==> src/rtl/otp_guard_pkg.sv <==
package otp_guard_pkg;

    typedef enum logic [2:0] {
        OP_NOP        = 3'd0,
        OP_PROG_USER  = 3'd1,
        OP_VER_USER   = 3'd2,
        OP_PROG_KEY   = 3'd3,
        OP_VER_KEY    = 3'd4,
        OP_SET_LOCK1  = 3'd5,
        OP_SET_LOCK2  = 3'd6,
        OP_READ_LOCKS = 3'd7
    } otp_op_e;

    typedef enum logic [2:0] {
        S_IDLE   = 3'd0,
        S_CHECK  = 3'd1,
        S_WRITE  = 3'd2,
        S_FETCH  = 3'd3,
        S_REFUSE = 3'd4,
        S_DONE   = 3'd5
    } ctrl_state_e;

    // Permission rule: program lock gates writes and key read-back,
    // verify lock gates both array read-backs.
    function automatic logic op_allowed(input otp_op_e op,
                                        input logic prog_lock,
                                        input logic ver_lock);
        logic ok;
        unique case (op)
            OP_PROG_USER:  ok = !prog_lock;
            OP_PROG_KEY:   ok = !prog_lock;
            OP_VER_USER:   ok = !ver_lock;
            OP_VER_KEY:    ok = !prog_lock && !ver_lock;
            default:       ok = 1'b1;
        endcase
        return ok;
    endfunction

    function automatic logic op_is_write(input otp_op_e op);
        return (op == OP_PROG_USER) || (op == OP_PROG_KEY) ||
               (op == OP_SET_LOCK1) || (op == OP_SET_LOCK2);
    endfunction

endpackage

==> src/rtl/otp_cell_array.sv <==
module otp_cell_array #(
    parameter int DEPTH  = 64,
    parameter int WIDTH  = 8,
    localparam int IDX_W = (DEPTH > 1) ? $clog2(DEPTH) : 1
) (
    input  logic             clk,
    input  logic             rst_n,
    input  logic             we,
    input  logic [IDX_W-1:0] idx,
    input  logic [WIDTH-1:0] wdata,
    output logic [WIDTH-1:0] rdata
);

    logic [WIDTH-1:0] cells [DEPTH];

    // Programming can only pull bits from 1 to 0.
    always_ff @(posedge clk or negedge rst_n) begin
        if (!rst_n) begin
            for (int i = 0; i < DEPTH; i++) begin
                cells[i] <= '1;
            end
        end else if (we) begin
            cells[idx] <= cells[idx] & wdata;
        end
    end

    assign rdata = cells[idx];

    // A programmed word never gains a 1 bit.
    assert_cell_no_set_R3: assert property (@(posedge clk) disable iff (!rst_n)
        we |=> (idx != $past(idx)) || ((rdata & ~$past(rdata)) == '0));

    // Without a write strobe, the word at a held index is stable.
    assert_cell_hold_R10: assert property (@(posedge clk) disable iff (!rst_n)
        !we |=> (idx != $past(idx)) || $stable(rdata));

endmodule

==> src/rtl/otp_lock_bits.sv <==
module otp_lock_bits (
    input  logic clk,
    input  logic rst_n,
    input  logic set_prog_lock,
    input  logic set_ver_lock,
    output logic prog_lock,
    output logic ver_lock
);

    always_ff @(posedge clk or negedge rst_n) begin
        if (!rst_n) begin
            prog_lock <= 1'b0;
            ver_lock  <= 1'b0;
        end else begin
            if (set_prog_lock) prog_lock <= 1'b1;
            if (set_ver_lock)  ver_lock  <= 1'b1;
        end
    end

    assert_prog_lock_sticky_R6: assert property (@(posedge clk) disable iff (!rst_n)
        prog_lock |=> prog_lock);

    assert_ver_lock_sticky_R6: assert property (@(posedge clk) disable iff (!rst_n)
        ver_lock |=> ver_lock);

    assert_lock_rise_cause_R6: assert property (@(posedge clk) disable iff (!rst_n)
        $rose(prog_lock) |-> $past(set_prog_lock));

endmodule

==> src/rtl/otp_verify_scramble.sv <==
module otp_verify_scramble #(
    parameter int WIDTH = 8
) (
    input  logic [WIDTH-1:0] plain,
    input  logic [WIDTH-1:0] key,
    output logic [WIDTH-1:0] scrambled
);

    assign scrambled = ~(plain ^ key);

    always_comb begin
        if (key == '0) begin
            assert_zero_key_complement_R4: assert (scrambled == ~plain);
        end
        if (key == '1) begin
            assert_erased_key_plain_R4: assert (scrambled == plain);
        end
    end

endmodule

==> src/rtl/otp_security_ctrl.sv <==
module otp_security_ctrl
    import otp_guard_pkg::*;
#(
    parameter int USER_DEPTH = 64,
    parameter int KEY_DEPTH  = 32,
    parameter int DATA_W     = 8,
    localparam int ADDR_W    = $clog2(USER_DEPTH),
    localparam int KEY_W     = $clog2(KEY_DEPTH)
) (
    input  logic              clk,
    input  logic              rst_n,
    input  logic              req_valid,
    input  logic [2:0]        req_op,
    input  logic [ADDR_W-1:0] req_addr,
    input  logic [DATA_W-1:0] req_wdata,
    output logic              req_ready,
    output logic              rsp_valid,
    output logic [DATA_W-1:0] rsp_rdata,
    output logic              rsp_err,
    output logic [1:0]        lock_status
);

    ctrl_state_e       state_q, state_d;
    otp_op_e           op_q;
    logic [ADDR_W-1:0] addr_q;
    logic [DATA_W-1:0] wdata_q;
    logic [DATA_W-1:0] rdata_q;
    logic              err_q;

    logic              accept;
    logic              allow;
    logic              user_we, key_we, set_l1, set_l2;
    logic              prog_lock, ver_lock;
    logic [DATA_W-1:0] user_rdata, key_rdata, scr_data, fetch_data, lock_byte;

    assign accept = req_valid && (state_q == S_IDLE);
    assign allow  = op_allowed(op_q, prog_lock, ver_lock);

    // ---------------- state register ----------------
    always_ff @(posedge clk or negedge rst_n) begin
        if (!rst_n) begin
            state_q <= S_IDLE;
            op_q    <= OP_NOP;
            addr_q  <= '0;
            wdata_q <= '0;
        end else begin
            state_q <= state_d;
            if (accept) begin
                op_q    <= otp_op_e'(req_op);
                addr_q  <= req_addr;
                wdata_q <= req_wdata;
            end
        end
    end

    // ---------------- next state ----------------
    always_comb begin
        state_d = state_q;
        unique case (state_q)
            S_IDLE:   if (accept) state_d = S_CHECK;
            S_CHECK: begin
                if (!allow)                state_d = S_REFUSE;
                else if (op_is_write(op_q)) state_d = S_WRITE;
                else                        state_d = S_FETCH;
            end
            S_WRITE:  state_d = S_DONE;
            S_FETCH:  state_d = S_DONE;
            S_REFUSE: state_d = S_DONE;
            S_DONE:   state_d = S_IDLE;
            default:  state_d = S_IDLE;
        endcase
    end

    // ---------------- outputs and strobes ----------------
    always_comb begin
        user_we = 1'b0;
        key_we  = 1'b0;
        set_l1  = 1'b0;
        set_l2  = 1'b0;
        if (state_q == S_WRITE) begin
            unique case (op_q)
                OP_PROG_USER: user_we = 1'b1;
                OP_PROG_KEY:  key_we  = 1'b1;
                OP_SET_LOCK1: set_l1  = 1'b1;
                OP_SET_LOCK2: set_l2  = 1'b1;
                default: ;
            endcase
        end
    end

    always_comb begin
        lock_byte = '0;
        lock_byte[DATA_W-1] = prog_lock;
        lock_byte[DATA_W-2] = ver_lock;
    end

    always_comb begin
        unique case (op_q)
            OP_VER_USER:   fetch_data = scr_data;
            OP_VER_KEY:    fetch_data = key_rdata;
            OP_READ_LOCKS: fetch_data = lock_byte;
            default:       fetch_data = '0;
        endcase
    end

    always_ff @(posedge clk or negedge rst_n) begin
        if (!rst_n) begin
            rdata_q <= '0;
            err_q   <= 1'b0;
        end else begin
            unique case (state_q)
                S_FETCH:  begin rdata_q <= fetch_data; err_q <= 1'b0; end
                S_WRITE:  begin rdata_q <= '0;         err_q <= 1'b0; end
                S_REFUSE: begin rdata_q <= '0;         err_q <= 1'b1; end
                default: ;
            endcase
        end
    end

    assign req_ready   = (state_q == S_IDLE);
    assign rsp_valid   = (state_q == S_DONE);
    assign rsp_rdata   = rdata_q;
    assign rsp_err     = err_q;
    assign lock_status = {prog_lock, ver_lock};

    // ---------------- storage ----------------
    otp_cell_array #(.DEPTH(USER_DEPTH), .WIDTH(DATA_W)) u_user (
        .clk   (clk),
        .rst_n (rst_n),
        .we    (user_we),
        .idx   (addr_q),
        .wdata (wdata_q),
        .rdata (user_rdata)
    );

    otp_cell_array #(.DEPTH(KEY_DEPTH), .WIDTH(DATA_W)) u_key (
        .clk   (clk),
        .rst_n (rst_n),
        .we    (key_we),
        .idx   (addr_q[KEY_W-1:0]),
        .wdata (wdata_q),
        .rdata (key_rdata)
    );

    otp_verify_scramble #(.WIDTH(DATA_W)) u_scr (
        .plain     (user_rdata),
        .key       (key_rdata),
        .scrambled (scr_data)
    );

    otp_lock_bits u_locks (
        .clk           (clk),
        .rst_n         (rst_n),
        .set_prog_lock (set_l1),
        .set_ver_lock  (set_l2),
        .prog_lock     (prog_lock),
        .ver_lock      (ver_lock)
    );

    // ---------------- assertions ----------------
    assert_busy_during_rsp_R2: assert property (@(posedge clk) disable iff (!rst_n)
        rsp_valid |-> !req_ready);

    assert_single_pulse_R2: assert property (@(posedge clk) disable iff (!rst_n)
        rsp_valid |=> !rsp_valid);

    assert_no_write_when_locked_R7: assert property (@(posedge clk) disable iff (!rst_n)
        (user_we || key_we) |-> !lock_status[1]);

    assert_key_hidden_R7: assert property (@(posedge clk) disable iff (!rst_n)
        (rsp_valid && !rsp_err && op_q == OP_VER_KEY) |-> !lock_status[1]);

    assert_verify_hidden_R8: assert property (@(posedge clk) disable iff (!rst_n)
        (rsp_valid && !rsp_err && (op_q == OP_VER_USER || op_q == OP_VER_KEY))
        |-> !lock_status[0]);

    assert_lock_readout_R9: assert property (@(posedge clk) disable iff (!rst_n)
        (rsp_valid && op_q == OP_READ_LOCKS)
        |-> (!rsp_err && rsp_rdata[DATA_W-1] == lock_status[1]
             && rsp_rdata[DATA_W-2] == lock_status[0]));

    assert_refused_zero_R10: assert property (@(posedge clk) disable iff (!rst_n)
        (rsp_valid && rsp_err) |-> (rsp_rdata == '0));

endmodule

==> config.mk <==
export PLATFORM = sky130hd
export DESIGN_NAME = otp_security_ctrl
export DESIGN_NICKNAME = d
export VERILOG_FILES = /design/src/rtl/otp_guard_pkg.sv /design/src/rtl/otp_cell_array.sv /design/src/rtl/otp_lock_bits.sv /design/src/rtl/otp_verify_scramble.sv /design/src/rtl/otp_security_ctrl.sv
export SDC_FILE = /design/constraint.sdc
export NUM_CORES = 2
export LEC_CHECK = 0
export CAP_MARGIN = 10
export CORE_ASPECT_RATIO = 2
export CORE_MARGIN = 2
export CORE_UTILIZATION = 65
export CTS_BUF_LIST = sky130_fd_sc_hd__clkbuf_8
export CTS_CLUSTER_DIAMETER = 30
export DETAILED_ROUTE_END_ITERATION = 16
export PLACE_DENSITY_LB_ADDON = 0.2
export SYNTH_ARGS = -nofsm -noshare
export SYNTH_HDL_FRONTEND = slang
export SYNTH_SLANG_ARGS = --single-unit
==> constraint.sdc <==
create_clock -name clk -period 6.5 [get_ports clk]
set_input_delay 1.3 -clock clk [delete_from_list [all_inputs] [get_ports clk]]
set_output_delay 1.3 -clock clk [all_outputs]
set_load 0.005 [all_outputs]
==> results by group <==
STA
  – Final worst-path cycle share: 0.7477
  – Slew HR: 0.09277
  – Pins Over Slew Limit: 0
  – Clock skew: 58.66 ps
  – Fin crit period: 4860 ps
  – Endpoints failing setup: 0
  – Worst slew pin tran: 1356 ps
  – Setup TNS: 0 ps
  – Setup repair after global routing missed its margin: false
  – Fmax: 0.2058 GHz
  – Final Hold Fails: 0

Setup path
  – Crit path required time: 7200 ps
  – Top cell by count, worst path: buf_4
  – CP Capture Type: flop
  – CP arrival: 5560 ps
  – Type of origin of the critical path: flop
  – Critical path class: flop to flop
  – Number of buffers and inverters on the critical path: 2
  – Crit Path Max Fanout: 48
  – Crit-path max cell delay: 1020 ps
  – Top delay family on crit path: simple AND/OR/NAND/NOR gates
  – Slowest CP cell: nor2_1
  – Critical path cell sequence: buf_4, nand2b_1, nor2_1, a22oi_1, nand4_1, o311ai_2, nor2_4, buf_4, mux2_2

Drt
  – Starting DRT DRC Count: 1826
  – Vias/cell: 6.642
  – Total Routed Length: 108700 um
  – DRC: 0
  – DR WL/cell: 30.29 um
  – Detailed Routing Iterations Pass 1: 8
  – DR vias: 23830
  – Final ANT Viol Nets: 0

Logic synthesis
  – Synth top area cells: dfstp_2, mux2_2, mux4_2
  – Post-synth top area share: 0.5351
  – Sequential-to-total area share from yosys stat: 0.5557
  – Mapped cell area: 37710 um^2
  – Syn_area_per_cell: 13.78 um^2
  – Seq cells post-synth: 799
  – Most common cell in the netlist: dfstp_2
  – Netlist cell types: 76
  – Syn. warnings: 0
  – FFs w/ async S/R, synth: 1.000
  – Main synth FF type: dfstp_2
  – Dominant cell type by area after synthesis: dfstp_2
  – Post-Syn Nets: 2757
  – Top post-synthesis cells by count: dfstp_2, mux2_2, nand2_1
  – Cell count after synthesis: 2737
  – Number of flops mapped to enable cells by yosys: 0

Floorplanning
  – Die area: 60080 um^2
  – Die X: 174.3 um
  – Die span in y: 344.6 um
  – Row count: 124
  – Initial Utilization: 0.6587
  – Area of the core: 57250 um^2
  – IO Count: 33

Power
  – Reg power frac: 0.409
  – Comb pwr share: 0.259
  – Clk pwr share: 0.332
  – VDD IR max: 0.1962 mV
  – Leakage: 16.06 nW
  – Sw frac: 0.3576
  – Cell Pwr Density: 331.4 nW/um^2
  – Total Power: 0.01356 W
  – Pint: 0.008712 W
  – P_sw: 0.004850 W

Clock network
  – Clock transition at path regs: 70 ps
  – # Post-CTS Setup Buffers: 0
  – Clk_lat worst skew: 800 ps
  – Post-CTS Resized: 0
  – Clock Root Buffer: clkbuf_8
  – CTS tree: done
  – CTS Buf Count: 117
  – Max clock buf depth: 3
  – Clk sink count: 799
  – Post-CTS Hold Fix Bufs: 0
  – H-tree levels: 3

Global routing
  – Number of global-route vias before repair: 25660
  – Met2 Usage GRT: 0.6276
  – Grt peak-use layer: met2
  – Grt met3 use: 0.07212
  – Total track usage: 0.3682
  – First-pass GRT wire length: 161700 um
  – Gr ovfl total: 0
  – Initial antenna violation count: 2
  – Largest net degree at the start of global routing: 203
  – Met1 Use GR: 0.3859

Place
  – GPL Wtd Cong: 1.005
  – Placed cell areas: 38270 um^2
  – DPL Wire Length: 75510 um
  – Port buffer count: 32

Cells and area
  – Area of the multi-input gates: 15520 um^2
  – Sequential cell area: 20970 um^2
  – Fillers: 3749
  – Area growth syn-to-layout: 8.520%
  – Layout cell share with drive strength beyond 1: 0.6339
  – Layout Nets: 2752
  – Design Area, Final: 40930 um^2

Worst hold path
  – Hold Crit Class: flop to flop

Run status
  – Outcome: finished, final reports clean

Run
  – Max_cap viols: 0
[cell families after synthesis]
| family | Yosys count | synth area share |
|---|---|---|
| AO/OA/AOI/OAI | 348 | 0.05584 |
| flip-flops | 799 | 0.5557 |
| XOR/XNOR | 2 | 0.0004646 |
| AND/OR/NAND/NOR | 469 | 0.05839 |
| buffers and inverters | 218 | 0.03351 |
| multiplexers | 901 | 0.2961 |
[power groups by stage]
| stage | combinational, W | clock, W | sequential (W) |
|---|---|---|---|
| after floorplan | 0.00249 | 0 | 0.00533 |
| after global placement | 0.00339 | 0 | 0.00560 |
| after detailed placement | 0.00343 | 0 | 0.00561 |
| after CTS | 0.00344 | 0.00456 | 0.00554 |
| after global routing | 0.00362 | 0.00477 | 0.00557 |
| final | 0.00351 | 0.00450 | 0.00555 |
[routing by layer]
| metal | wire length (um) | part of all wire |
|---|---|---|
| met5 | 9 | 0.000083 |
| met3 | 6280 | 0.058 |
| met2 | 55240 | 0.51 |
| met4 | 11320 | 0.10 |
| met1 | 35830 | 0.33 |
[path summary, 6_finish.rpt]
| check | start | end | slack, ps | cells after the start |
|---|---|---|---|---|
| min in group asynchronous | rst_n | rsp_rdata[5]$_DFFE_PN0P_ | 550 | 1 |
| worst max register to register | addr_q[4]$_DFFE_PN0P_ | u_user.cells[255]$_DFFE_PN1P_ | 1640 | 9 |
| worst min-delay path | u_key.cells[69]$_DFFE_PN1P_ | u_key.cells[69]$_DFFE_PN1P_ | 480 | 2 |
| worst max-delay path | addr_q[4]$_DFFE_PN0P_ | u_user.cells[255]$_DFFE_PN1P_ | 1640 | 9 |
| max in group asynchronous | rst_n | u_user.cells[151]$_DFFE_PN1P_ | 4080 | 3 |
| worst min register to register | u_key.cells[69]$_DFFE_PN1P_ | u_key.cells[69]$_DFFE_PN1P_ | 480 | 2 |
[layout by cell type (no fill, tap or decap), drive strengths merged, types with 22 or more instances in the layout]
master	Yosys	routed
nand4	25	25
mux4	109	109
o22ai	54	54
dfstp	768	768
nand3	25	25
buf	132	56
a21oi	22	22
nor2	84	84
clkdlybuf4s50	0	31
clkbuf	79	141
mux2	628	628
nand2	236	236
o21ai	184	184
inv	6	36
clkinv	1	27
dfrtp	31	31
mux2i	164	164
a22oi	32	32
[tightest hold or removal path: stages (launching register included)]
cell	delay, ps
dfstp_2	370
nand2_1	40
o21ai_0	60
[sequential cells by signal (all words and copies together), names as in the netlist]
name and cells:
wdata_q 8, addr_q 6, u_user.cells 512, u_locks.ver_lock 1
rsp_err 1, u_locks.prog_lock 1, state_q 3, u_key.cells 256
op_q 3, rsp_rdata 8
[stage by stage]
stage | instances | hold WS (ps) | util | setup slack, ps
after global placement | 3369 | 463.9 | 0.6685 | 1890
after global routing | 3587 | 496.9 | 0.7148 | 1450
final | 3588 | 480.5 | 0.7149 | 1640
after CTS | 3586 | 481.8 | 0.7148 | 1789
after floorplan | 2737 | 458.2 | - | 3933
after detailed placement | 3369 | 473.1 | 0.6685 | 1792
[final cells by class]
class                      instances  share of cell area
antenna                            2           0.0001223
clock buffer                     141             0.04742
clock inverter                    76             0.01737
inverter                           7           0.0006420
multi-input combinational       1720              0.3792
sequential                       799              0.5123
tap                              756             0.02311
timing repair buffer              87             0.01987
Power figures use the tool's default switching activity.
